$ cat src/rtl/mbox_pkg.sv
package mbox_pkg;
  typedef enum logic [1:0] {
    REG_IN_DATA  = 2'd0,
    REG_IN_STAT  = 2'd1,
    REG_OUT_DATA = 2'd2,
    REG_OUT_STAT = 2'd3
  } mbox_reg_e;

  // status bit offsets measured down from the word's top bit
  localparam int unsigned FULL_OFS  = 1;
  localparam int unsigned EMPTY_OFS = 2;
  localparam int unsigned OVF_OFS   = 3;
endpackage

$ cat src/rtl/mbox_fifo.sv
module mbox_fifo #(
  parameter int unsigned WIDTH = 32,
  parameter int unsigned DEPTH = 8
) (
  input  logic             clk,
  input  logic             rst,
  input  logic             wr_en,
  input  logic [WIDTH-1:0] wr_data,
  input  logic             rd_en,
  output logic [WIDTH-1:0] rd_data,
  output logic             full,
  output logic             empty
);
  localparam int unsigned AW = (DEPTH > 1) ? $clog2(DEPTH) : 1;
  localparam int unsigned CW = $clog2(DEPTH + 1);
  localparam logic [AW-1:0] LAST = AW'(DEPTH - 1);

  logic [WIDTH-1:0] mem [DEPTH];
  logic [AW-1:0]    wr_ptr, rd_ptr;
  logic [CW-1:0]    count, count_nx;
  logic             do_wr, do_rd;

  assign do_wr = wr_en && !full;
  assign do_rd = rd_en && !empty;
  assign count_nx = count + CW'(do_wr) - CW'(do_rd);

  // storage without reset so the tools can map it to RAM
  always_ff @(posedge clk) begin
    if (do_wr) mem[wr_ptr] <= wr_data;
  end

  assign rd_data = mem[rd_ptr];

  always_ff @(posedge clk) begin
    if (rst) begin
      wr_ptr <= '0;
      rd_ptr <= '0;
      count  <= '0;
      full   <= 1'b0;
      empty  <= 1'b1;
    end else begin
      if (do_wr) wr_ptr <= (wr_ptr == LAST) ? '0 : wr_ptr + 1'b1;
      if (do_rd) rd_ptr <= (rd_ptr == LAST) ? '0 : rd_ptr + 1'b1;
      count <= count_nx;
      full  <= (count_nx == CW'(DEPTH));
      empty <= (count_nx == '0);
    end
  end
endmodule

$ cat src/rtl/mbox_regs.sv
module mbox_regs
  import mbox_pkg::*;
#(
  parameter int unsigned DW = 32
) (
  input  logic          clk,
  input  logic          rst,
  input  logic          sel,
  input  logic          wr,
  input  logic [1:0]    addr,
  input  logic [DW-1:0] wdata,
  input  logic [DW-1:0] in_head,
  input  logic          in_full,
  input  logic          in_empty,
  input  logic          out_full,
  input  logic          out_empty,
  output logic          in_pop,
  output logic          out_push,
  output logic [DW-1:0] out_word,
  output logic [DW-1:0] rdata,
  output logic          ovf
);
  localparam int unsigned FULL_B  = DW - FULL_OFS;
  localparam int unsigned EMPTY_B = DW - EMPTY_OFS;
  localparam int unsigned OVF_B   = DW - OVF_OFS;

  mbox_reg_e     reg_sel;
  logic          rd_req, wr_req, ovf_set, ovf_clr;
  logic [DW-1:0] last_pop, rd_mux;

  assign reg_sel  = mbox_reg_e'(addr);
  assign rd_req   = sel && !wr;
  assign wr_req   = sel && wr;
  assign in_pop   = rd_req && (reg_sel == REG_IN_DATA) && !in_empty;
  assign out_push = wr_req && (reg_sel == REG_OUT_DATA) && !out_full;
  assign out_word = wdata;
  assign ovf_set  = wr_req && (reg_sel == REG_OUT_DATA) && out_full;
  assign ovf_clr  = rd_req && (reg_sel == REG_OUT_STAT);

  always_comb begin
    rd_mux = '0;
    unique case (reg_sel)
      REG_IN_DATA:  rd_mux = in_empty ? last_pop : in_head;
      REG_IN_STAT: begin
        rd_mux[FULL_B]  = in_full;
        rd_mux[EMPTY_B] = in_empty;
      end
      REG_OUT_DATA: rd_mux = '0;
      REG_OUT_STAT: begin
        rd_mux[FULL_B]  = out_full;
        rd_mux[EMPTY_B] = out_empty;
        rd_mux[OVF_B]   = ovf;
      end
      default: rd_mux = '0;
    endcase
  end

  always_ff @(posedge clk) begin
    if (rst) begin
      rdata    <= '0;
      last_pop <= '0;
      ovf      <= 1'b0;
    end else begin
      if (rd_req) rdata <= rd_mux;
      if (in_pop) last_pop <= in_head;
      if (ovf_set)      ovf <= 1'b1;
      else if (ovf_clr) ovf <= 1'b0;
    end
  end
endmodule

$ cat src/rtl/chan_mailbox.sv
module chan_mailbox #(
  parameter int unsigned DW        = 32,
  parameter int unsigned IN_DEPTH  = 8,
  parameter int unsigned OUT_DEPTH = 8,
  parameter bit          IRQ_EN    = 1'b1
) (
  input  logic          clk,
  input  logic          rst,
  input  logic          cpu_sel,
  input  logic          cpu_wr,
  input  logic [1:0]    cpu_addr,
  input  logic [DW-1:0] cpu_wdata,
  output logic [DW-1:0] cpu_rdata,
  input  logic          cop_push_valid,
  input  logic [DW-1:0] cop_push_data,
  output logic          cop_push_ready,
  output logic          cop_pop_valid,
  output logic [DW-1:0] cop_pop_data,
  input  logic          cop_pop_ready,
  output logic          irq_o
);
  logic          in_full, in_empty, in_pop;
  logic [DW-1:0] in_head;
  logic          out_full, out_empty, out_push;
  logic [DW-1:0] out_word;
  logic          ovf_flag;

  mbox_fifo #(.WIDTH(DW), .DEPTH(IN_DEPTH)) u_in_q (
    .clk     (clk),
    .rst     (rst),
    .wr_en   (cop_push_valid),
    .wr_data (cop_push_data),
    .rd_en   (in_pop),
    .rd_data (in_head),
    .full    (in_full),
    .empty   (in_empty)
  );

  mbox_fifo #(.WIDTH(DW), .DEPTH(OUT_DEPTH)) u_out_q (
    .clk     (clk),
    .rst     (rst),
    .wr_en   (out_push),
    .wr_data (out_word),
    .rd_en   (cop_pop_ready),
    .rd_data (cop_pop_data),
    .full    (out_full),
    .empty   (out_empty)
  );

  mbox_regs #(.DW(DW)) u_regs (
    .clk       (clk),
    .rst       (rst),
    .sel       (cpu_sel),
    .wr        (cpu_wr),
    .addr      (cpu_addr),
    .wdata     (cpu_wdata),
    .in_head   (in_head),
    .in_full   (in_full),
    .in_empty  (in_empty),
    .out_full  (out_full),
    .out_empty (out_empty),
    .in_pop    (in_pop),
    .out_push  (out_push),
    .out_word  (out_word),
    .rdata     (cpu_rdata),
    .ovf       (ovf_flag)
  );

  assign cop_push_ready = !in_full;
  assign cop_pop_valid  = !out_empty;

  generate
    if (IRQ_EN) begin : g_irq
      assign irq_o = !in_empty;
    end else begin : g_no_irq
      assign irq_o = 1'b0;
    end
  endgenerate
endmodule

$ cat config.mk
export PLATFORM = sky130hd
export DESIGN_NAME = chan_mailbox
export DESIGN_NICKNAME = d
export VERILOG_FILES = /design/src/rtl/mbox_pkg.sv /design/src/rtl/mbox_fifo.sv /design/src/rtl/mbox_regs.sv /design/src/rtl/chan_mailbox.sv
export SDC_FILE = /design/constraint.sdc
export NUM_CORES = 1
export LEC_CHECK = 0
export ABC_CLOCK_PERIOD_IN_PS = 6030
export BUFFER_PORTS_ARGS = -buffer_cell sky130_fd_sc_hd__clkbuf_2
export CELL_PAD_IN_SITES_DETAIL_PLACEMENT = 0
export CELL_PAD_IN_SITES_GLOBAL_PLACEMENT = 1
export CORE_AREA = 2 2 214 216
export DETAILED_ROUTE_END_ITERATION = 12
export DIE_AREA = 0 0 216 218
export GPL_ROUTABILITY_DRIVEN = 1
export GPL_TIMING_DRIVEN = 0
export PLACE_DENSITY = 0.81
export SLEW_MARGIN = 20
export SYNTH_ARGS = -nofsm -noshare
export SYNTH_HDL_FRONTEND = slang
export SYNTH_SLANG_ARGS = --single-unit
$ cat constraint.sdc
create_clock -name clk -period 6.03 [get_ports clk]
set_input_delay 0.3015 -clock clk [delete_from_list [all_inputs] [get_ports clk]]
set_output_delay 0.3015 -clock clk [all_outputs]
set_load 0.01 [all_outputs]
=== Word-level counts from Yosys, hierarchy flattened ===
Memories as Yosys holds them, arrays and structs flattened. A register that Yosys moved wholly into a read port is not among the register bits.
Index checks and enable logic that the tools add are counted.

* Mux-type cells: 18
* Reduce and logical (&&, ||, !) cells: 21
* Add/subtract/negate cells: 8
* Equality and inequality tests: 9

{| class="wikitable"
|+ Operators by type and width
! cell !! count
|-
| $mux W32 || 1
|-
| $mux W29 || 1
|-
| $mux W3 || 8
|-
| $add A3 B1 Y3 const B || 4
|-
| $eq A3 B3 Y1 const B || 4
|-
| $logic_and A1 B1 Y1 || 12
|-
| $add A4 B1 Y4 || 2
|-
| $eq A4 B4 Y1 const B || 2
|-
| $logic_not A4 Y1 || 2
|-
| $pmux W2 S4 || 1
|-
| $sub A4 B1 Y4 || 2
|-
| $mux W1 || 6
|-
| $logic_not A1 Y1 || 5
|-
| $eq A2 B2 Y1 const B || 2
|-
| $eq A2 B1 Y1 const B || 1
|-
| $logic_not A2 Y1 || 1
|-
| $pmux W1 S2 || 1
|-
| $reduce_bool A2 Y1 || 1
|}

* Logic and storage cells: 71
* Register bits after elaboration: 89
* Input port bits: 72
* Memories kept: 2
* Memory bits (writable): 512
* Output and inout port bits: 67

{| class="wikitable"
|+ Memory list
! memory !! depth !! bits a word !! rd ports !! clocked after Yosys merged registers in !! write ports !! line !! source
|-
| u_in_q.mem || 8 || 32 || 1 || 1 || 1 || mbox_fifo.sv:18 || <nowiki>logic [WIDTH-1:0] mem [DEPTH];</nowiki>
|-
| u_out_q.mem || 8 || 32 || 1 || 1 || 1 || mbox_fifo.sv:18 ||
|}

=== Longest topological paths before layout ===
* Word-level depth: 7
* Gate-level depth with buffers: 12
* Depth with buffers taken out: 12

=== By module ===
From an unflattened synthesis, not the netlist that was laid out.

* Cells, all modules: 1,207
* Area total of the unflattened synthesis: 23,846.6 µm²

{| class="wikitable"
|+ Modules (own cells, without submodules)
! module !! sequential area each (µm²) !! cells each !! instances !! area each (µm²)
|-
| mbox_fifo || 7,987.7 || 448 || 2 || 10,487.6
|-
| mbox_regs || 1,301.2 || 308 || 1 || 2,860.2
|-
| chan_mailbox || 0.0 || 3 || 1 || 11.3
|}

=== Least setup slack after synthesis ===
Ideal clock, no wire load.

* Path kind: register -> register
* Start point: register u_in_q.full
* End point: memory u_in_q.mem[0][0] (enable)
* Cell stages (with the launch flop): 4
* Arrival: 3,690 ps
* Path buffers: 1
* Path slack: 1,838 ps
* Data required time: 5,529 ps
* Clock period less this slack: 4,192 ps
* Library setup time: 501 ps
* Cells stage by stage: dfxtp_1 > nand2b_1 > clkbuf_1 > nor4_1

* Cells in the longest elaborated chain, start to end: 4

{| class="wikitable"
|+ RTL lines
! what !! line !! source
|-
| start, declared || mbox_fifo.sv:11 || <nowiki>output logic full,</nowiki>
|-
| start signal, assigned || mbox_fifo.sv:45 || <nowiki>full <= (count_nx == CW'(DEPTH));</nowiki>
|-
| $logic_not A1 Y1 || mbox_fifo.sv:23 || <nowiki>assign do_wr = wr_en && !full;</nowiki>
|-
| $logic_and A1 B1 Y1 || mbox_fifo.sv:23 ||
|-
| $mux W1 || mbox_fifo.sv:29 || <nowiki>if (do_wr) mem[wr_ptr] <= wr_data;</nowiki>
|-
| $mux W1 (not written as such) || mbox_fifo.sv:29 ||
|-
| end, declared || mbox_fifo.sv:18 ||
|}

Every way passes these cells.

==> results.json <==
{
  "synth.yosys.seq_area_share_pct": 75.1,
  "combPwrFrac_pct": 11.0,
  "seq_power_share_pct": 50.5,
  "finish.instance_area_um2": 27600,
  "gr-usage-met2_pct": 36.9,
  "switching_power_mw": 2.16,
  "fraction_of_final_layout_cells_with_drive_strength_greater_than_1_pct": 26.3,
  "vias_per_cell": 5.55,
  "final_core_utilization_pct": 61.6,
  "postSynthRegisterBits": 607,
  "irDropWorstVdd_mv": 0.273,
  "report.final.slew_viol_count": 0,
  "io_pins": 139,
  "port-buffer-count": 137,
  "worst_slew_pin_slew_ns": 0.851,
  "dr.pass1.iters": 5,
  "critPathRequiredTime_ns": 5.73,
  "max_capacitance_violation_count": 0,
  "numCtsBuffers": 58,
  "final_period_demand_of_the_worst_path_ns": 2.94,
  "mappedNetlistNets": 1363,
  "cts.reportedPaths.clkPinSlew_ns": 0.06,
  "routedWlPerCell_um": 22.2,
  "totalWireLength_mm": 49.4,
  "cts_tree": "yes",
  "finalHoldViolations": 0,
  "wire_length_of_the_first_global_routing_pass_mm": 75.0,
  "h-tree-depth": 2,
  "detailedRoute.firstIterationViolations": 848,
  "residual_drc": 0,
  "cts_sinks": 607,
  "pwr_density_cell_nw_per_um2": 342,
  "clk_path_buf_depth": 3,
  "filler_cell_count": 3240,
  "first_global_vias": 12700,
  "clk-insertion-delay-late_ns": 0.63,
  "worst_r2r_startpoint": "u_out_q.full",
  "grt_util_met1_pct": 27.5,
  "layout_setup_ws_ns": 3.09,
  "timing.setup.critical_path_class": "flip-flop to output port",
  "grt_usage_pct": 21.2,
  "setup-violations-final": 0,
  "die-height_um": 218,
  "worst_slew_margin_rel_pct": 42.8,
  "pre_cts_slack_ns": 2.70,
  "clock.fmax_ghz": 0.340,
  "synthesis.instances": 1268,
  "cts_post_setup_buffers_inserted": 0,
  "worst_setup_path_start_kind": "flip-flop",
  "dr_total_vias": 12300,
  "post_cts.resized_instances": 0,
  "design.die.area_um2": 47100,
  "initial_antenna_violation_count": 5,
  "chipWidth_um": 216,
  "power_switching_share_pct": 22.8,
  "dp_wirelength_mm": 31.9,
  "worstPathMaxFanout": 10,
  "endpoint_kind": "output port",
  "power.static_leakage_nw": 9.32,
  "ys.warnings.count": 0,
  "clock_tree.root_cell": "sky130_fd_sc_hd__clkbuf_16",
  "critical_path_arrival_ns": 2.64,
  "clock_power_share_pct": 38.5,
  "finalNetCount": 1667,
  "core_area_um2": 44900,
  "row_count": 78,
  "run_status": "finished clean",
  "worstHoldStart": "cpu_sel",
  "syn_area_um2": 23000,
  "synthDistinctLibCells": 40,
  "synthToLayoutAreaGrowth_pct": 20.2,
  "dpl_cell_area_um2": 25000,
  "clock-skew-final_ns": 0.0308,
  "post_synth.cell_area_avg_um2": 18.1,
  "layout_worst_path_cycle_share_pct": 48.8,
  "initial_utilization_pct": 51.2,
  "grt_start_max_net_pins": 22,
  "hp-class": "input pin to flip-flop",
  "gp_congestion": 0.744,
  "rsz0062_at_grt": "false",
  "grt.overflow.total": 0,
  "cell_internal_pwr_mw": 7.30,
  "final_antenna_net_count": 0,
  "grt_util_met3_pct": 3.89,
  "grt_most_used_layer": "met2"
}
==> sequential cells by signal (all words and copies together) (netlist names), named ones only <==
signal           flops
u_in_q.count         4
u_regs.rdata        32
u_out_q.wr_ptr       3
u_out_q.empty        1
u_in_q.full          1
u_in_q.mem         256
u_out_q.mem        256
u_out_q.full         1
u_in_q.empty         1
u_regs.ovf           1
u_out_q.rd_ptr       3
u_out_q.count        4
u_in_q.wr_ptr        3
u_in_q.rd_ptr        3
u_regs.last_pop     32
==> cell usage after synthesis <==
cell type                   instances  area share, %
sky130_fd_sc_hd__nand2b_1           7           0.19
sky130_fd_sc_hd__edfxtp_1         512             67
sky130_fd_sc_hd__mux2_2            32            1.6
sky130_fd_sc_hd__nor4_1             1          0.027
sky130_fd_sc_hd__a211oi_1           3          0.098
sky130_fd_sc_hd__inv_2              2          0.033
sky130_fd_sc_hd__xnor2_1            2          0.076
sky130_fd_sc_hd__and2_1             1          0.027
sky130_fd_sc_hd__nand2_1           76            1.2
sky130_fd_sc_hd__inv_1             19           0.31
sky130_fd_sc_hd__buf_6              9           0.44
sky130_fd_sc_hd__a32oi_1            1          0.038
sky130_fd_sc_hd__or4_1              1          0.033
sky130_fd_sc_hd__mux4_2            70            6.9
sky130_fd_sc_hd__buf_4              6           0.20
sky130_fd_sc_hd__o32ai_1            1          0.038
sky130_fd_sc_hd__mux2i_1          123            5.4
sky130_fd_sc_hd__nor2b_1            7           0.19
sky130_fd_sc_hd__xor2_1             4           0.15
sky130_fd_sc_hd__a22oi_1           87            2.8
sky130_fd_sc_hd__nand4_1            1          0.027
sky130_fd_sc_hd__or3_1              1          0.027
sky130_fd_sc_hd__o21ai_0            3          0.065
sky130_fd_sc_hd__buf_1              4          0.065
sky130_fd_sc_hd__clkbuf_1          30           0.49
sky130_fd_sc_hd__nor3_1            11           0.24
sky130_fd_sc_hd__nor2_1            31           0.51
sky130_fd_sc_hd__a311oi_1           2          0.076
sky130_fd_sc_hd__a31o_2             2          0.076
sky130_fd_sc_hd__a21oi_1           15           0.33
sky130_fd_sc_hd__o21ai_1           30           0.65
sky130_fd_sc_hd__nand3b_1           1          0.033
sky130_fd_sc_hd__ha_1              21            1.1
sky130_fd_sc_hd__a221oi_1           2          0.076
sky130_fd_sc_hd__fa_1               2           0.17
sky130_fd_sc_hd__buf_2             20           0.44
sky130_fd_sc_hd__dfxtp_1           95            8.3
sky130_fd_sc_hd__a21o_1             2          0.065
sky130_fd_sc_hd__nand4bb_1          1          0.049
sky130_fd_sc_hd__nand3_1           30           0.65
==> worst max-delay path: stages (launching register included) <==
cell and delay (ns):
sky130_fd_sc_hd__dfxtp_1 0.30, sky130_fd_sc_hd__buf_2 0.25, sky130_fd_sc_hd__clkbuf_1 0.59, sky130_fd_sc_hd__mux4_2 0.42, sky130_fd_sc_hd__mux2_2 0.31, sky130_fd_sc_hd__clkbuf_2 0.14
==> stage by stage <==
step | hold slack (ns) | setup TNS (ns) | power (mW) | cells
floorplan | 0.400 | 0 | 5.52 | 1268
CTS | 0.00464 | 0 | 9.53 | 2222
detailed placement | 0.433 | 0 | 5.88 | 2047
global placement | 0.429 | -50.68 | 5.82 | 2005
finish | 0.0323 | 0 | 9.46 | 2224
global route | 0.0181 | 0 | 9.79 | 2224
==> placed cells by master (no fill, tap or decap), types with 3 or more instances in the layout <==
master                          netlist  final
sky130_fd_sc_hd__nand2b_1             7      7
sky130_fd_sc_hd__clkinv_2             0     12
sky130_fd_sc_hd__clkinv_1             0     12
sky130_fd_sc_hd__buf_1                4      4
sky130_fd_sc_hd__nand2_1             76     76
sky130_fd_sc_hd__nor2_1              31     22
sky130_fd_sc_hd__buf_6                9     17
sky130_fd_sc_hd__mux2_2              32     32
sky130_fd_sc_hd__buf_16               0      5
sky130_fd_sc_hd__nand3_1             30     30
sky130_fd_sc_hd__nor2_4               0      9
sky130_fd_sc_hd__buf_2               20     22
sky130_fd_sc_hd__nor3_1              11      5
sky130_fd_sc_hd__o21ai_1             30     30
sky130_fd_sc_hd__o21ai_0              3      3
sky130_fd_sc_hd__clkbuf_8             0      6
sky130_fd_sc_hd__nor2b_1              7      7
sky130_fd_sc_hd__clkbuf_2             0    137
sky130_fd_sc_hd__buf_12               0      4
sky130_fd_sc_hd__nor3_2               0      6
sky130_fd_sc_hd__mux4_2              70     70
sky130_fd_sc_hd__buf_4                6     29
sky130_fd_sc_hd__bufinv_16            0      6
sky130_fd_sc_hd__xor2_1               4      4
sky130_fd_sc_hd__clkinvlp_4           0      4
sky130_fd_sc_hd__inv_1               19     19
sky130_fd_sc_hd__a211oi_1             3      3
sky130_fd_sc_hd__edfxtp_1           512    512
sky130_fd_sc_hd__clkbuf_1            30     37
sky130_fd_sc_hd__dlygate4sd3_1        0     65
sky130_fd_sc_hd__a21oi_1             15     15
sky130_fd_sc_hd__dfxtp_1             95     95
sky130_fd_sc_hd__a22oi_1             87     87
sky130_fd_sc_hd__ha_1                21     21
sky130_fd_sc_hd__clkbuf_16            0     58
sky130_fd_sc_hd__mux2i_1            123    123
==> worst paths after layout <==
path	end	slack [ns]	cells past startpoint
min	u_regs.ovf	0.03	3
max reg2reg	u_out_q.mem[1][19]	3.26	8
min reg2reg	u_regs.last_pop[19]	0.44	2
max	cop_pop_data[23]	3.09	5
==> power by group through the flow <==
stage	clock [mW]	combinational, mW	sequential, mW
3_3_place_gp	0	0.941	4.88
2_1_floorplan	0	0.660	4.86
6_report	3.64	1.04	4.78
5_1_grt	3.86	1.14	4.79
3_5_place_dp	0	1.01	4.87
4_1_cts	3.69	1.05	4.78
==> cell families (layout without fill, tap and decap cells) <==
family	after synthesis	in the layout	share of synthesized area (%)
compound gates	148	148	4.35
xor+xnor	6	6	0.228
fa+ha+maj	23	23	1.32
buf+inv	90	444	1.97
flops	607	607	75.1
mux	225	225	13.8
other cells	0	2	0
simple gates	169	169	3.24
==> routing by layer <==
metal | vias up | share of wire [%]
met4 | 6 | 2.1
li1 | 5626 | -
met1 | 6254 | 42
met5 | - | 0.075
met3 | 82 | 5.7
met2 | 376 | 51
==> area by class of cell <==
class | instances | area (um^2) | share of cell area [%]
flip-flops and latches | 607 | 17300 | 62.5
plain buffers | 69 | 374 | 1.35
multi-input cells | 571 | 5370 | 19.4
inverters | 21 | 78.8 | 0.285
diodes | 2 | 5.00 | 0.0181
repair buffers | 244 | 1830 | 6.61
clock inverters | 39 | 389 | 1.41
clock buffers | 71 | 1560 | 5.65
well taps | 600 | 751 | 2.72
==> timing repair <==
item / CTS / global route
endpoints found under the setup margin: 0 / 0
endpoints found under the hold margin: 513 / 0
hold buffers: 65 / 0
(Power assumes the default switching activity.)
